==> config.mk <==
export PLATFORM = sky130hd
export DESIGN_NAME = i2c_txn_sequencer
export DESIGN_NICKNAME = d
export VERILOG_FILES = /design/src/rtl/i2cseq_pkg.sv /design/src/rtl/i2cseq_poll.sv /design/src/rtl/i2cseq_mbyte.sv /design/src/rtl/i2cseq_step_decode.sv /design/src/rtl/i2c_txn_sequencer.sv
export SDC_FILE = /design/constraint.sdc
export NUM_CORES = 1
export LEC_CHECK = 0
export BUFFER_PORTS_ARGS = -buffer_cell sky130_fd_sc_hd__buf_2
export CORE_ASPECT_RATIO = 2
export CORE_MARGIN = 5
export CORE_UTILIZATION = 35
export DETAILED_ROUTE_END_ITERATION = 10
export GPL_TIMING_DRIVEN = 1
export PLACE_DENSITY = 0.64
export SYNTH_ARGS = -nofsm -noshare
export SYNTH_HDL_FRONTEND = slang
export SYNTH_SLANG_ARGS = --single-unit
export TNS_END_PERCENT = 20
==> constraint.sdc <==
create_clock -name clk -period 2.7 [get_ports clk]
set_input_delay 0 -clock clk [delete_from_list [all_inputs] [get_ports clk]]
set_output_delay 0 -clock clk [all_outputs]
set_load 0.05 [all_outputs]
==> src/rtl/i2cseq_pkg.sv <==
package i2cseq_pkg;

    typedef enum logic [1:0] {
        OP_PROBE = 2'd0,
        OP_READ  = 2'd1,
        OP_WRITE = 2'd2
    } op_e;

    localparam logic [7:0] CTL_ACK   = 8'h04;
    localparam logic [7:0] CTL_FLAG  = 8'h08;
    localparam logic [7:0] CTL_STOP  = 8'h10;
    localparam logic [7:0] CTL_START = 8'h20;
    localparam logic [7:0] CTL_EN    = 8'h40;

    localparam logic [7:0] SC_START  = 8'h08;
    localparam logic [7:0] SC_RSTART = 8'h10;
    localparam logic [7:0] SC_AW_ACK = 8'h18;
    localparam logic [7:0] SC_DW_ACK = 8'h28;
    localparam logic [7:0] SC_AR_ACK = 8'h40;
    localparam logic [7:0] SC_DR_ACK = 8'h50;
    localparam logic [7:0] SC_DR_NAK = 8'h58;
    localparam logic [7:0] SC_IDLE   = 8'hF8;

    localparam logic [7:0] ERR_MISMATCH = 8'h01;
    localparam logic [7:0] ERR_TIMEOUT  = 8'h02;

    typedef enum logic [2:0] {
        STEP_START,
        STEP_ADDR_W,
        STEP_MADDR,
        STEP_RSTART,
        STEP_ADDR_R,
        STEP_RDATA,
        STEP_WDATA,
        STEP_DUMMY
    } step_e;

    typedef enum logic [2:0] {
        SQ_IDLE,
        SQ_ISSUE,
        SQ_WAIT,
        SQ_RDOUT,
        SQ_WRIN,
        SQ_STOP_ISSUE,
        SQ_STOP_WAIT
    } seq_state_e;

    typedef struct packed {
        logic [7:0] ctrl;
        logic [7:0] tx;
        logic [7:0] exp_code;
    } drive_t;

    typedef struct packed {
        logic [7:0] err_class;
        logic [7:0] ctrl;
        logic [7:0] status;
        logic [7:0] exp_code;
    } result_t;

    function automatic result_t make_result(input logic [7:0] cls,
                                            input logic [7:0] ctrl,
                                            input logic [7:0] status,
                                            input logic [7:0] exp_code);
        result_t r;
        r.err_class = cls;
        r.ctrl      = ctrl;
        r.status    = status;
        r.exp_code  = exp_code;
        return r;
    endfunction

endpackage

==> src/rtl/i2cseq_poll.sv <==
module i2cseq_poll
    import i2cseq_pkg::*;
#(
    parameter int LIMIT = 1000,
    parameter int GAP   = 1000
) (
    input  logic       clk,
    input  logic       rst,
    input  logic       launch,
    input  logic       idle_mode,
    input  logic       flag,
    input  logic [7:0] status,
    output logic       fin,
    output logic       fin_timeout,
    output logic [7:0] fin_status
);
    localparam int GW     = (GAP > 1) ? $clog2(GAP) : 1;
    localparam int LW     = (LIMIT > 1) ? $clog2(LIMIT) : 1;
    localparam int SPAN   = LIMIT * GAP;
    localparam int LIFE_W = $clog2(SPAN + 1);

    logic          active_q;
    logic [GW-1:0] gap_q;
    logic [LW-1:0] poll_q;
    logic          tick, cond, last;

    assign tick        = active_q && (gap_q == GW'(GAP - 1));
    assign cond        = idle_mode ? (status == SC_IDLE) : flag;
    assign last        = (poll_q == LW'(LIMIT - 1));
    assign fin         = tick && (cond || last);
    assign fin_timeout = tick && !cond && last;
    assign fin_status  = status;

    always_ff @(posedge clk) begin
        if (rst) begin
            active_q <= 1'b0;
            gap_q    <= '0;
            poll_q   <= '0;
        end else if (launch) begin
            active_q <= 1'b1;
            gap_q    <= '0;
            poll_q   <= '0;
        end else if (active_q) begin
            if (tick) begin
                gap_q <= '0;
                if (cond || last) active_q <= 1'b0;
                else              poll_q   <= poll_q + LW'(1);
            end else begin
                gap_q <= gap_q + GW'(1);
            end
        end
    end

    // Independent lifetime counter: a wait never outlives LIMIT*GAP cycles.
    logic [LIFE_W-1:0] life_q;
    always_ff @(posedge clk) begin
        if (rst || launch) life_q <= '0;
        else if (active_q) life_q <= life_q + LIFE_W'(1);
    end

    assert_poll_window_R3: assert property (@(posedge clk) disable iff (rst)
        active_q |-> (int'(life_q) < SPAN));

endmodule

==> src/rtl/i2cseq_mbyte.sv <==
module i2cseq_mbyte #(
    parameter int NB = 4,
    localparam int IW = (NB > 1) ? $clog2(NB) : 1
) (
    input  logic [8*NB-1:0] maddr,
    input  logic [IW-1:0]   idx,
    output logic [7:0]      mbyte
);
    logic [7:0] lanes [NB];

    for (genvar g = 0; g < NB; g++) begin : g_lane
        assign lanes[g] = maddr[8*g +: 8];
    end

    always_comb begin
        mbyte = 8'h00;
        for (int k = 0; k < NB; k++)
            if (int'(idx) == k) mbyte = lanes[k];
    end
endmodule

==> src/rtl/i2cseq_step_decode.sv <==
module i2cseq_step_decode
    import i2cseq_pkg::*;
(
    input  step_e      step,
    input  logic       stopping,
    input  logic [6:0] chip,
    input  logic [7:0] mbyte,
    input  logic [7:0] wbyte,
    input  logic       last_rx,
    output drive_t     drv
);
    always_comb begin
        drv = '{ctrl: CTL_EN, tx: 8'h00, exp_code: SC_IDLE};
        if (stopping) begin
            drv.ctrl     = CTL_EN | CTL_STOP;
            drv.exp_code = SC_IDLE;
        end else begin
            case (step)
                STEP_START:  begin drv.ctrl = CTL_EN | CTL_START; drv.exp_code = SC_START; end
                STEP_ADDR_W: begin drv.tx = {chip, 1'b0}; drv.exp_code = SC_AW_ACK; end
                STEP_MADDR:  begin drv.tx = mbyte; drv.exp_code = SC_DW_ACK; end
                STEP_RSTART: begin drv.ctrl = CTL_EN | CTL_START; drv.exp_code = SC_RSTART; end
                STEP_ADDR_R: begin drv.tx = {chip, 1'b1}; drv.exp_code = SC_AR_ACK; end
                STEP_RDATA: begin
                    drv.ctrl     = last_rx ? CTL_EN : (CTL_EN | CTL_ACK);
                    drv.exp_code = last_rx ? SC_DR_NAK : SC_DR_ACK;
                end
                STEP_WDATA:  begin drv.tx = wbyte; drv.exp_code = SC_DW_ACK; end
                default:     begin drv.exp_code = SC_DR_NAK; end
            endcase
        end
    end
endmodule

==> src/rtl/i2c_txn_sequencer.sv <==
module i2c_txn_sequencer
    import i2cseq_pkg::*;
#(
    parameter int MADDR_BYTES = 4,
    parameter int LEN_W       = 8,
    parameter int POLL_LIMIT  = 1000,
    parameter int POLL_GAP    = 1000,
    localparam int AW = $clog2(MADDR_BYTES + 1),
    localparam int IW = (MADDR_BYTES > 1) ? $clog2(MADDR_BYTES) : 1
) (
    input  logic                     clk,
    input  logic                     rst,
    input  logic                     cmd_valid,
    output logic                     cmd_ready,
    input  logic [1:0]               cmd_op,
    input  logic [6:0]               cmd_chip,
    input  logic [8*MADDR_BYTES-1:0] cmd_maddr,
    input  logic [AW-1:0]            cmd_alen,
    input  logic [LEN_W-1:0]         cmd_len,
    input  logic                     wr_valid,
    output logic                     wr_ready,
    input  logic [7:0]               wr_data,
    output logic                     rd_valid,
    input  logic                     rd_ready,
    output logic [7:0]               rd_data,
    output logic                     eng_cmd,
    output logic [7:0]               eng_ctrl,
    output logic [7:0]               eng_tx,
    input  logic                     eng_flag,
    input  logic [7:0]               eng_status,
    input  logic [7:0]               eng_rx,
    output logic                     done,
    output logic [31:0]              result
);
    seq_state_e               state_q, post_state;
    step_e                    step_q, post_step;
    op_e                      op_q;
    logic [6:0]               chip_q;
    logic [8*MADDR_BYTES-1:0] maddr_q;
    logic [AW-1:0]            alen_q, alen_in;
    logic [IW-1:0]            idx_q;
    logic [LEN_W-1:0]         remain_q;
    logic [7:0]               wbyte_q, rbyte_q, mbyte;
    result_t                  err_q, result_q;
    logic                     err_seen_q, done_q;
    logic                     stopping, launch;
    logic                     fin, fin_timeout;
    logic [7:0]               fin_status;
    drive_t                   drv;

    assign stopping = (state_q == SQ_STOP_ISSUE) || (state_q == SQ_STOP_WAIT);
    assign launch   = (state_q == SQ_ISSUE) || (state_q == SQ_STOP_ISSUE);
    assign alen_in  = (int'(cmd_alen) > MADDR_BYTES) ? AW'(MADDR_BYTES) : cmd_alen;

    i2cseq_mbyte #(.NB(MADDR_BYTES)) i_mbyte (
        .maddr (maddr_q),
        .idx   (idx_q),
        .mbyte (mbyte)
    );

    i2cseq_step_decode i_decode (
        .step     (step_q),
        .stopping (stopping),
        .chip     (chip_q),
        .mbyte    (mbyte),
        .wbyte    (wbyte_q),
        .last_rx  (remain_q == LEN_W'(1)),
        .drv      (drv)
    );

    i2cseq_poll #(.LIMIT(POLL_LIMIT), .GAP(POLL_GAP)) i_poll (
        .clk         (clk),
        .rst         (rst),
        .launch      (launch),
        .idle_mode   (stopping),
        .flag        (eng_flag),
        .status      (eng_status),
        .fin         (fin),
        .fin_timeout (fin_timeout),
        .fin_status  (fin_status)
    );

    // Where to go once the memory address bytes are finished.
    always_comb begin
        post_state = SQ_STOP_ISSUE;
        post_step  = step_q;
        if (op_q == OP_READ) begin
            post_state = SQ_ISSUE;
            post_step  = STEP_RSTART;
        end else if (remain_q != '0) begin
            post_state = SQ_WRIN;
            post_step  = STEP_WDATA;
        end
    end

    always_ff @(posedge clk) begin
        done_q <= 1'b0;
        if (rst) begin
            state_q    <= SQ_IDLE;
            step_q     <= STEP_START;
            op_q       <= OP_PROBE;
            chip_q     <= '0;
            maddr_q    <= '0;
            alen_q     <= '0;
            idx_q      <= '0;
            remain_q   <= '0;
            wbyte_q    <= '0;
            rbyte_q    <= '0;
            err_q      <= '0;
            err_seen_q <= 1'b0;
            result_q   <= '0;
        end else begin
            case (state_q)
                SQ_IDLE: if (cmd_valid) begin
                    op_q       <= (cmd_op == 2'd1) ? OP_READ :
                                  (cmd_op == 2'd2) ? OP_WRITE : OP_PROBE;
                    chip_q     <= cmd_chip;
                    maddr_q    <= cmd_maddr;
                    alen_q     <= alen_in;
                    remain_q   <= cmd_len;
                    err_seen_q <= 1'b0;
                    step_q     <= STEP_START;
                    state_q    <= SQ_ISSUE;
                end
                SQ_ISSUE: state_q <= SQ_WAIT;
                SQ_WAIT: if (fin) begin
                    if (fin_timeout) begin
                        err_q      <= make_result(ERR_TIMEOUT, drv.ctrl, fin_status, drv.exp_code);
                        err_seen_q <= 1'b1;
                        state_q    <= SQ_STOP_ISSUE;
                    end else if (fin_status != drv.exp_code) begin
                        err_q      <= make_result(ERR_MISMATCH, drv.ctrl | CTL_FLAG,
                                                  fin_status, drv.exp_code);
                        err_seen_q <= 1'b1;
                        state_q    <= SQ_STOP_ISSUE;
                    end else begin
                        case (step_q)
                            STEP_START: begin
                                step_q  <= (op_q == OP_PROBE) ? STEP_ADDR_R : STEP_ADDR_W;
                                state_q <= SQ_ISSUE;
                            end
                            STEP_ADDR_W: if (alen_q != '0) begin
                                step_q  <= STEP_MADDR;
                                idx_q   <= IW'(alen_q - AW'(1));
                                state_q <= SQ_ISSUE;
                            end else begin
                                step_q  <= post_step;
                                state_q <= post_state;
                            end
                            STEP_MADDR: if (idx_q != '0) begin
                                idx_q   <= idx_q - IW'(1);
                                state_q <= SQ_ISSUE;
                            end else begin
                                step_q  <= post_step;
                                state_q <= post_state;
                            end
                            STEP_RSTART: begin
                                step_q  <= STEP_ADDR_R;
                                state_q <= SQ_ISSUE;
                            end
                            STEP_ADDR_R: if (op_q == OP_PROBE) begin
                                step_q  <= STEP_DUMMY;
                                state_q <= SQ_ISSUE;
                            end else if (remain_q != '0) begin
                                step_q  <= STEP_RDATA;
                                state_q <= SQ_ISSUE;
                            end else begin
                                state_q <= SQ_STOP_ISSUE;
                            end
                            STEP_RDATA: begin
                                rbyte_q <= eng_rx;
                                state_q <= SQ_RDOUT;
                            end
                            STEP_WDATA: begin
                                remain_q <= remain_q - LEN_W'(1);
                                state_q  <= (remain_q == LEN_W'(1)) ? SQ_STOP_ISSUE : SQ_WRIN;
                            end
                            default: state_q <= SQ_STOP_ISSUE;
                        endcase
                    end
                end
                SQ_RDOUT: if (rd_ready) begin
                    remain_q <= remain_q - LEN_W'(1);
                    state_q  <= (remain_q == LEN_W'(1)) ? SQ_STOP_ISSUE : SQ_ISSUE;
                end
                SQ_WRIN: if (wr_valid) begin
                    wbyte_q <= wr_data;
                    state_q <= SQ_ISSUE;
                end
                SQ_STOP_ISSUE: state_q <= SQ_STOP_WAIT;
                SQ_STOP_WAIT: if (fin) begin
                    if (err_seen_q)       result_q <= err_q;
                    else if (fin_timeout) result_q <= make_result(ERR_TIMEOUT, CTL_EN | CTL_STOP,
                                                                  fin_status, SC_IDLE);
                    else                  result_q <= '0;
                    done_q  <= 1'b1;
                    state_q <= SQ_IDLE;
                end
                default: state_q <= SQ_IDLE;
            endcase
        end
    end

    assign cmd_ready = (state_q == SQ_IDLE);
    assign wr_ready  = (state_q == SQ_WRIN);
    assign rd_valid  = (state_q == SQ_RDOUT);
    assign rd_data   = rbyte_q;
    assign eng_cmd   = launch;
    assign eng_ctrl  = drv.ctrl;
    assign eng_tx    = drv.tx;
    assign done      = done_q;
    assign result    = result_q;

    assert_done_pulse_R1: assert property (@(posedge clk) disable iff (rst)
        done |=> !done);

    assert_stop_before_done_R8: assert property (@(posedge clk) disable iff (rst)
        done |-> $past(state_q == SQ_STOP_WAIT));

    assert_rd_hold_R11: assert property (@(posedge clk) disable iff (rst)
        (rd_valid && !rd_ready) |=> (rd_valid && $stable(rd_data)));

    assert_wr_to_engine_R7: assert property (@(posedge clk) disable iff (rst)
        (wr_valid && wr_ready) |=> (eng_cmd && eng_tx == $past(wr_data)));

    assert_cmd_spacing_R3: assert property (@(posedge clk) disable iff (rst)
        eng_cmd |=> !eng_cmd);

endmodule

# ---- Word-level counts from Yosys, hierarchy flattened
# Index checks and enable logic that the tools add are counted.
dict set report word_totals {
  ff_bits 163
  input_bits 82
  output_inout_bits 61
  word_cells 175
}
dict set report op_classes {
  n_addsub 5
  n_lt_le_gt_ge 1
  n_eq_ne 37
  mux 71
  n_bitwise 4
  n_reduce_logical 34
}
# cell count
set ops {}
lappend ops {{$mux 8} 13}
lappend ops {{$mux 32} 3}
lappend ops {{$mux 3} 26}
lappend ops {{$pmux 8 s6} 1}
lappend ops {{$pmux 8 s4} 1}
lappend ops {{$mux 26} 1}
lappend ops {{$pmux 8 s3} 1}
lappend ops {{$pmux 3 s7} 1}
lappend ops {{$add 10x1->10 const B} 2}
lappend ops {{$eq 10x10->1 const B} 2}
lappend ops {{$eq 3x3->1 const B} 6}
lappend ops {{$pmux 3 s6} 1}
lappend ops {{$ne 2x2->1 const B} 8}
lappend ops {{$pmux 8 s2} 1}
lappend ops {{$pmux 3 s5} 1}
lappend ops {{$reduce_and 7->1} 2}
lappend ops {{$eq 3x2->1 const B} 4}
lappend ops {{$mux 1} 12}
lappend ops {{$mux 10} 1}
lappend ops {{$reduce_and 5->1} 2}
lappend ops {{$eq 8x1->1 const B} 1}
lappend ops {{$eq 8x8->1 const B} 1}
lappend ops {{$mux 2} 4}
lappend ops {{$ne 8x8->1} 1}
lappend ops {{other kinds (28)} 56}

# ---- Logic depth before layout (Yosys ltp)
# Gate-level depths: netlist (run 1).
dict set report depth {
  ltp_word 9
  mapped_depth 10
  depth_no_buf 8
}

# ---- Modules after synthesis
# A second synthesis (run 1) with hierarchy kept.
dict set report unflattened {
  cells_unflattened 944
  hier_area_um2 7512.2
}
# module instances cells_each area_per_inst_um2
set by_module_without_submodules {}
lappend by_module_without_submodules {i2c_txn_sequencer 1 717 5580.4}
lappend by_module_without_submodules {i2cseq_poll 1 143 1192.4}
lappend by_module_without_submodules {i2cseq_step_decode 1 74 543.0}
lappend by_module_without_submodules {i2cseq_mbyte 1 10 196.4}

# ---- Least setup slack after synthesis (run 1)
# No wires, ideal clock.
dict set report synth_timing {
  kind {flip-flop to flip-flop}
  startpoint {register state_q[2]}
  endpoint {register step_q[0]}
  arrival_ns 2.742
  required_time_ns 2.583
  path_slack_ns -0.159
  path_stages_with_launch 8
  path_buffers 2
  synth_period_minus_slack_ns 2.859
  path_cell_list {dfxtp_1 > clkbuf_1 > nor3_1 > and2_1 > clkbuf_1 > a31oi_1 > a22o_1 > a22o_1}
}
dict set report synth_between {
  elab_cells_between_ends 23
  classes_between {11 x eq/ne; 3 x mux; 9 x reduce/logical}
}
# element line_no
set synth_rtl {}
lappend synth_rtl {{from (decl)} i2c_txn_sequencer.sv:35} ;# seq_state_e state_q, post_state;
lappend synth_rtl {{from (signal assigned)} i2c_txn_sequencer.sv:148} ;# state_q <= post_state;
lappend synth_rtl {{from (signal assigned)} i2c_txn_sequencer.sv:155} ;# state_q <= post_state;
lappend synth_rtl {{from (signal assigned)} i2c_txn_sequencer.sv:176} ;# state_q <= (remain_q == LEN_W'(1)) ? SQ_STOP_ISSUE : SQ_WRIN;
lappend synth_rtl {{$logic_not 3->1 *} n/a}
lappend synth_rtl {{named net cmd_ready} i2c_txn_sequencer.sv:14} ;# output logic cmd_ready,
lappend synth_rtl {{$ne 2x2->1 (no source line) / $reduce_bool 2->1 (equally long branches)} n/a}
lappend synth_rtl {{$reduce_and 8->1 (no source line)} n/a}
lappend synth_rtl {{to (signal assigned)} i2c_txn_sequencer.sv:139} ;# step_q <= (op_q == OP_PROBE) ? STEP_ADDR_R : STEP_ADDR_W;
lappend synth_rtl {{to (signal assigned)} i2c_txn_sequencer.sv:147} ;# step_q <= post_step;
lappend synth_rtl {{to (signal assigned)} i2c_txn_sequencer.sv:154} ;# step_q <= post_step;
lappend synth_rtl {{to (decl)} i2c_txn_sequencer.sv:36} ;# step_e step_q, post_step;
# The timed path passes the listed nets; every way through them passes the cells marked *.
# A chain may end at the register's enable or synchronous reset.

# ---- Final worst setup path (run 1)
dict set report layout_timing {
  startpoint {register i_poll.poll_q[1]}
  endpoint {register remain_q[1]}
}
dict set report layout_between {
  elab_chain_len 5
  elab_cells_between_ends 7
  classes_between {3 x eq/ne; 4 x reduce/logical}
}
# element line_no
set layout_rtl {}
lappend layout_rtl {{from (decl)} i2cseq_poll.sv:24} ;# logic [LW-1:0] poll_q;
lappend layout_rtl {{from (signal assigned)} i2cseq_poll.sv:47} ;# else poll_q <= poll_q + LW'(1);
lappend layout_rtl {{$eq 10x10->1 *} i2cseq_poll.sv:29} ;# assign last = (poll_q == LW'(LIMIT - 1));
lappend layout_rtl {{$logic_or 1x1->1} i2cseq_poll.sv:30} ;# assign fin = tick && (cond || last);
lappend layout_rtl {{$logic_and 1x1->1} i2cseq_poll.sv:30}
lappend layout_rtl {{$ne 2x2->1 (no source line)} n/a}
lappend layout_rtl {{$reduce_and 7->1 (no source line) *} n/a}
lappend layout_rtl {{to (signal assigned)} i2c_txn_sequencer.sv:120} ;# remain_q <= cmd_len;
lappend layout_rtl {{to (signal assigned)} i2c_txn_sequencer.sv:175} ;# remain_q <= remain_q - LEN_W'(1);
lappend layout_rtl {{to (signal assigned)} i2c_txn_sequencer.sv:183} ;# remain_q <= remain_q - LEN_W'(1);
lappend layout_rtl {{to (decl)} i2c_txn_sequencer.sv:42} ;# logic [LEN_W-1:0] remain_q;
# Every way passes the cells marked *; elsewhere a longest branch is shown, timed or not.

==> impl_results.md, run 1 <==
* Status: finished, final reports clean
* FMAX at 376.8 MHz
* Synth Flop Type: dfxtp_1
* Clock transition at path regs at 0.06 ns
* Initial antenna violation count at 0
* Worst rel slew slack at 0.3937
* Share of the synthesized area in the top cell type at 0.4027
* Clock root buffer: clkbuf_16
* Cell leakage power at 0.003723 µW
* DIE AREA at 0.02221 mm²
* I/O pin count at 143
* Routed wire length at 20380 µm
* Placer congestion estimate at 0.9044
* Setup slack, reg-to-reg at 0.05 ns
* Worst endpoint data arrival time at 2.96 ns
* Overflow after GRT at 0
* Clock Skews at 0.007215 ns
* Max clock buf depth at 2
* GRT Overall Usage at 0.1837
* TritonCTS Buffers at 17
* Wire per inst at 15.81 µm
* Crit-path max FO at 6
* Rows at 71
* Die Y-Extent at 205.8 µm
* Tmin final at 2.654 ns
* Fin. Hold Viols at 0
* Vias in the first global route at 6574
* Area Growth Syn to Fin at 34.94%
* Buffers on Ports at 125
* Clock group share of total power at 0.351
* Chip width at 107.9 µm
* Seq cells post-synth at 135
* Reg2reg end: remain_q[1]$_SDFFE_PP0P_
* Cell area power density at 732.5 mW/mm²
* Netlist Area Pre-Place at 0.006711 mm²
* Via/cell ratio at 5.033
* Tot Pwr at 6634 µW
* Switching share of power at 0.3419
* CP startpoint kind: flip-flop
* Detail Route Antenna Nets at 0
* N_diodes at 0
* Pre-antenna DRT Iters at 4
* Yosys warnings at 0
* Clk Latency, worst-skew pair at 0.42 ns
* Initial DRC count at 340
* Post-DP HPWL at 14350 µm
* Worst hold margin at 0.1299 ns
* Hold path depth at 6
* Peak VDD IR at 0.0004184 V
* Nets at 1108
* Sequential area share after synthesis at 0.4027
* Commonest cells in the netlist: 135 x dfxtp_1, 131 x nand2_1, 101 x nor2_1
* Combinational power share at 0.293
* NetSw at 2268 µW
* Seq pwr share at 0.356
* Final Slew Violations at 0
* Worst Path Required at 3.00 ns
* Post-synth EDFFs at 0
* Worst-Margin Slew at 0.9012 ns
* Asr flop ratio synth at 0
* Tcrit/Tclk final at 0.9829
* FF-to-FF Start: i_poll.poll_q[1]$_SDFFE_PP0P_
* Internal at 4366 µW
* Largest cells by area after synthesis: dfxtp_1 40%, nand2_1 7.3%, a21oi_1 6.6%
* Kind of critical path: reg -> reg
* Setup violators final at 0
* Top-count cell post-synth: dfxtp_1
* Library cells used by synthesis at 69
* Remaining DRCs at 0
* Worst Hold End: state_q[2]$_SDFFE_PP0P_
* Post-Synthesis Cells at 820
* Layout cell share with drive strength beyond 1 at 0.2302
* Worst Hold Class: in -> reg
* Syn_area_per_cell at 8.185 µm²
* Crit. End Element: flip-flop
* Vias at 6488
* Global-route wire length before repair at 32230 µm
* Placeable Area at 0.01883 mm²
* Starting Density at 0.3564
* Pin count of the biggest net entering global routing at 61
* TritonCTS clock tree: done
* Max Cap Viol at 0
* CTS Sinks at 135
* H-tree depth at 4
* Hold path start: wr_valid
* Yosys top cell by area: dfxtp_1
* Reg2reg path depth at 9
through the flow:
stage	util	TNS, ns	std cells	instance area, µm²	worst slack [ns]
final	0.4809	0	1289	9056	0.04622
after CTS	0.4785	0	1287	9011	0.01429
after global placement	0.4046	-1.261	1176	7620	-0.1649
after global routing	0.4809	-0.02383	1289	9056	-0.02383
after detailed placement	0.4046	-2.523	1176	7620	-0.2451
after floorplan	-	0	835	6773	0.2535
sequential cells by signal (all words and copies together) (netlist names), 7 cells and up:
| register | count |
|---|---|
| chip_q | 7 |
| err_q | 18 |
| i_poll.gap_q | 10 |
| i_poll.poll_q | 10 |
| maddr_q | 32 |
| rd_data | 8 |
| remain_q | 8 |
| result | 18 |
| wbyte_q | 8 |
cell type report:
cell class                 count  area, µm²
timing repair buffer         251       1788
fill                        1859       9777
clock inverter                10      118.9
inverter                       8      30.03
tap                          255      319.1
sequential                   135       2708
clock buffer                  22      474.2
multi-input combinational    608       3618
layout by cell type (no fill, tap or decap), types with 6 or more instances in the layout:
master	synthesis	layout
a211oi_1	13	13
a21oi_1	88	88
a22o_1	13	13
a22oi_1	7	7
and3_1	10	10
buf_2	6	124
buf_4	32	46
clkbuf_16	0	17
conb_1	2	17
dfxtp_1	135	133
dlygate4sd3_1	0	79
inv_1	8	8
mux2_2	6	6
mux2i_1	32	32
mux4_2	8	8
nand2_1	131	131
nand2b_1	6	6
nand3_1	15	15
nand3b_1	7	7
nand4_1	8	8
nor2_1	101	101
nor3_1	19	18
o21ai_0	24	24
xnor2_1	7	7
xor2_1	15	15
metal layers:
| metal | part of all wire | track usage |
|---|---|---|
| met3 | 0.041 | 0.03014 |
| met2 | 0.56 | 0.3486 |
| met4 | 0.051 | 0.1111 |
| met1 | 0.35 | 0.1810 |
| met5 | 0 | 0 |
logic make-up after synthesis:
kind of cell             synth area share
AND/OR/NAND/NOR                    0.2280
AO/OA/AOI/OAI                      0.1715
flip-flops                         0.4027
buffers and inverters             0.07159
multiplexers                      0.08464
XOR/XNOR                          0.03113
adder cells (fa/ha/maj)          0.009321
other                            0.001119
critical path, cell delays in order (launching register included):
cell and delay, ns:
dfxtp_4 0.37, ha_4 0.15, nand4_1 0.09, or4_4 0.43
buf_4 0.17, a31o_2 0.28, a221o_2 0.46, buf_6 0.16
buf_4 0.13, o311a_1 0.31
repair_timing:
action	4_1_cts	5_1_grt
buffers inserted	0	2
hold buffers	79	0
gates resized for setup	2	12
setup endpoints to repair	21	18
pin swaps	0	2
hold endpoints to repair	91	0
cloned	0	0
power by group through the flow:
stage          clock network (µW)  logic [µW]  registers, µW
2_1_floorplan                   0        1330           2340
3_3_place_gp                    0        1790           2400
3_5_place_dp                    0        1790           2400
4_1_cts                      2380        1890           2360
5_1_grt                      2470        2150           2390
6_report                     2330        1940           2360
how the worst max path moves through the flow:
stage / start / to / slack (ns) / depth (start not counted)
after floorplan: i_poll.poll_q[0]$_SDFFE_PP0P_ / idx_q[0]$_SDFFE_PP0P_ / 0.25 / 8
after global placement: i_poll.poll_q[1]$_SDFFE_PP0P_ / result[14]$_SDFFE_PP0P_ / -0.16 / 8
after detailed placement: i_poll.poll_q[1]$_SDFFE_PP0P_ / result[13]$_SDFFE_PP0P_ / -0.25 / 8
after CTS: i_poll.poll_q[1]$_SDFFE_PP0P_ / remain_q[2]$_SDFFE_PP0P_ / 0.01 / 8
after global routing: i_poll.poll_q[1]$_SDFFE_PP0P_ / remain_q[1]$_SDFFE_PP0P_ / -0.02 / 10
final: i_poll.poll_q[1]$_SDFFE_PP0P_ / remain_q[1]$_SDFFE_PP0P_ / 0.05 / 9
Note: power is estimated with default switching activity, not from simulation.
==> inputs of run 2 (changes only) <==
- RECOVER_POWER: unset -> 25
==> impl_results.md, run 2 (synthesis results as in run 1) <==
* Status: finished, final reports clean
* Clock root buffer: clkbuf_16
* Dpl cells at 1176 (unchanged)
* Clock group share of total power at 0.353 (+0.002)
* Worst rel slew slack at 0.3904 (-0.003225)
* Final Slew Violations at 0 (unchanged)
* Area Growth Syn to Fin at 34.15%
* Number of buffers and inverters on the critical path at 3 (unchanged)
* Filler cells at 1882 (+1.2%)
* Max Cap Viol at 0 (unchanged)
* Max clock buf depth at 2 (unchanged)
* CP endpoint: remain_q[1]$_SDFFE_PP0P_
* Die Y-Extent at 205.8 µm (unchanged)
* H-tree depth at 4 (unchanged)
* Register area at 0.002708 mm² (unchanged)
* Nets at 1108 (unchanged)
* Kind of critical path: reg -> reg
* CP startpoint kind: flip-flop
* Seq pwr share at 0.357 (about the same)
* Critical path, cell by cell: ha_4 -> nand4_1 -> or4_4 -> buf_4 -> a31o_2 -> a221o_2 -> buf_6 -> buf_4 -> o311a_1
* TritonCTS Buffers at 17 (unchanged)
* Layout Cells excl Fill at 1289 (unchanged)
* Setup violators final at 0 (unchanged)
* Post-DP HPWL at 14350 µm (unchanged)
* Hold path depth at 6 (unchanged)
* Tcrit/Tclk final at 0.9786 (-0.004307)
* Wire per inst at 15.86 µm (+0.30%)
* Peak VDD IR at 0.0004187 V (about the same)
* Vias at 6526 (+0.59%)
* Buffers on Ports at 125 (unchanged)
* Placeable Area at 0.01883 mm² (unchanged)
* Placer congestion estimate at 0.9044 (unchanged)
* Detail Route Antenna Nets at 0 (unchanged)
* FF-to-FF Start: i_poll.poll_q[1]$_SDFFE_PP0P_
* Setup slack, reg-to-reg at 0.06 ns (about the same)
* Worst Setup SP: i_poll.poll_q[1]$_SDFFE_PP0P_
* CP max stage cell: a221o_2
* Tot Pwr at 6617 µW (-0.26%)
* Clock transition at path regs at 0.06 ns (about the same)
* CTS Sinks at 135 (unchanged)
* Area of the multi-input gates at 0.003613 mm² (-0.14%)
* Vias in the first global route at 6574 (unchanged)
* Worst endpoint data arrival time at 2.95 ns (about the same)
* Tmin final at 2.642 ns (-0.01163 ns)
* Crit-path max FO at 6 (unchanged)
* Switching share of power at 0.3433 (+0.001402)
* Post-Route Setup TNS at 0 ns (unchanged)
* Crit. End Element: flip-flop
* Cell area power density at 734.9 mW/mm² (+0.33%)
* Pin count of the biggest net entering global routing at 61 (unchanged)
* Largest Register: maddr_q
* Internal at 4346 µW (-0.47%)
* Reg2reg path depth at 9 (unchanged)
* Combinational power share at 0.291 (-0.002)
* Remaining DRCs at 0 (unchanged)
* Starting Density at 0.3564 (unchanged)
* CP max stage delay at 0.46 ns (about the same)
* Cell leakage power at 0.003583 µW (-3.8%)
* GRT Overall Usage at 0.1837 (unchanged)
* Chip width at 107.9 µm (unchanged)
* Max reg flops at 32 (unchanged)
* Initial antenna violation count at 0 (unchanged)
* Pre-antenna DRT Iters at 6 (+2)
* NetSw at 2272 µW (+0.15%)
* Global-route wire length before repair at 32230 µm (unchanged)
* Layout cell share with drive strength beyond 1 at 0.1983 (-0.03191)
* Routed wire length at 20440 µm (+0.30%)
* DIE AREA at 0.02221 mm² (unchanged)
* Clk Latency, worst-skew pair at 0.42 ns (about the same)
* Fin. Hold Viols at 0 (unchanged)
* Crit path max-delay family: compound AO/OA/AOI/OAI gates
* TritonCTS clock tree: done
* Rows at 71 (unchanged)
* Crit. path cell count at 9 (unchanged)
* Initial DRC count at 331 (-2.6%)
* FMAX at 378.5 MHz (+0.44%)
* Most common cell after layout, fill and taps aside: dfxtp_1
* Commonest non-fill, non-tap cells in the layout: 133 x dfxtp_1, 131 x nand2_1, 101 x nor2_1
* Overflow after GRT at 0 (unchanged)
* Worst-Margin Slew at 0.9060 ns (+0.004793 ns)
* Reg2reg end: remain_q[1]$_SDFFE_PP0P_
* Worst Path Required at 3.01 ns (about the same)
* Worst Hold Class: in -> reg
* N_diodes at 0 (unchanged)
* CP dominant cell by count: buf_4
* Via/cell ratio at 5.063 (+0.59%)
* I/O pin count at 143 (unchanged)
* Clock Skews at 0.01059 ns (+0.003374 ns)
run 2: area by class of cell:
type / instances / share of cell area
Multi-Input combinational cell: 608 / 0.4013
Sequential cell: 135 / 0.3007
Timing Repair Buffer: 251 / 0.1933
Clock buffer: 22 / 0.05267
Tap cell: 255 / 0.03544
Clock inverter: 10 / 0.01320
Inverter: 8 / 0.003335
run 2: worst min-delay path by stage:
stage,start,end
floorplan,cmd_maddr[0],maddr_q[0]$_SDFFE_PP0P_
CTS,wr_valid,state_q[2]$_SDFFE_PP0P_
finish,wr_valid,state_q[2]$_SDFFE_PP0P_
global placement,eng_rx[6],rd_data[6]$_SDFFE_PP0P_
detailed placement,eng_rx[7],rd_data[7]$_SDFFE_PP0P_
global route,cmd_valid,err_seen_q$_SDFFE_PP0P_
run 2: worst reg2reg max path, delay by kind of cell, from the launching register on:
family / cells / cell delay, ns
AO/OA/AOI/OAI: 3 / 1.04
AND/OR/NAND/NOR: 2 / 0.52
flip-flops: 1 / 0.37
buffers and inverters: 3 / 0.46
adder cells (fa/ha/maj): 1 / 0.15
run 2: timing repair:
| item | in CTS | in global routing |
|---|---|---|
| setup endpoints to repair | 21 | 18 |
| hold buffers | 79 | 0 |
| pin swaps | 0 | 2 |
| buffers inserted | 0 | 2 |
| gates resized for setup | 2 | 12 |
| endpoints found under the hold margin | 91 | 0 |
run 2: power groups by stage:
| stage | registers, µW | logic (µW) | clock network (µW) |
|---|---|---|---|
| after detailed placement | 2400 | 1790 | 0 |
| after CTS | 2360 | 1890 | 2380 |
| after floorplan | 2340 | 1330 | 0 |
| after global placement | 2400 | 1790 | 0 |
| after global routing | 2390 | 2130 | 2470 |
| final | 2360 | 1920 | 2330 |
run 2: metal layers:
| layer | global-route usage | share of wire | up-vias |
|---|---|---|---|
| li1 | - | - | 3215 |
| met1 | 0.1810 | 0.36 | 3088 |
| met2 | 0.3486 | 0.56 | 168 |
| met3 | 0.03014 | 0.039 | 55 |
| met4 | 0.1111 | 0.050 | 0 |
| met5 | 0 | 0 | - |
run 2: per-stage QoR:
stage | util | instance area, µm² | setup WS, ns | hold WS (ns)
6_report | 0.4781 | 9004 | 0.05785 | 0.1306
5_1_grt | 0.4781 | 9004 | -0.02383 | 0.1980
4_1_cts | 0.4785 | 9011 | 0.01429 | 0.1050
3_5_place_dp | 0.4046 | 7620 | -0.2451 | 0.2379
3_3_place_gp | 0.4046 | 7620 | -0.1649 | 0.2309
2_1_floorplan | - | 6773 | 0.2535 | 0.1360
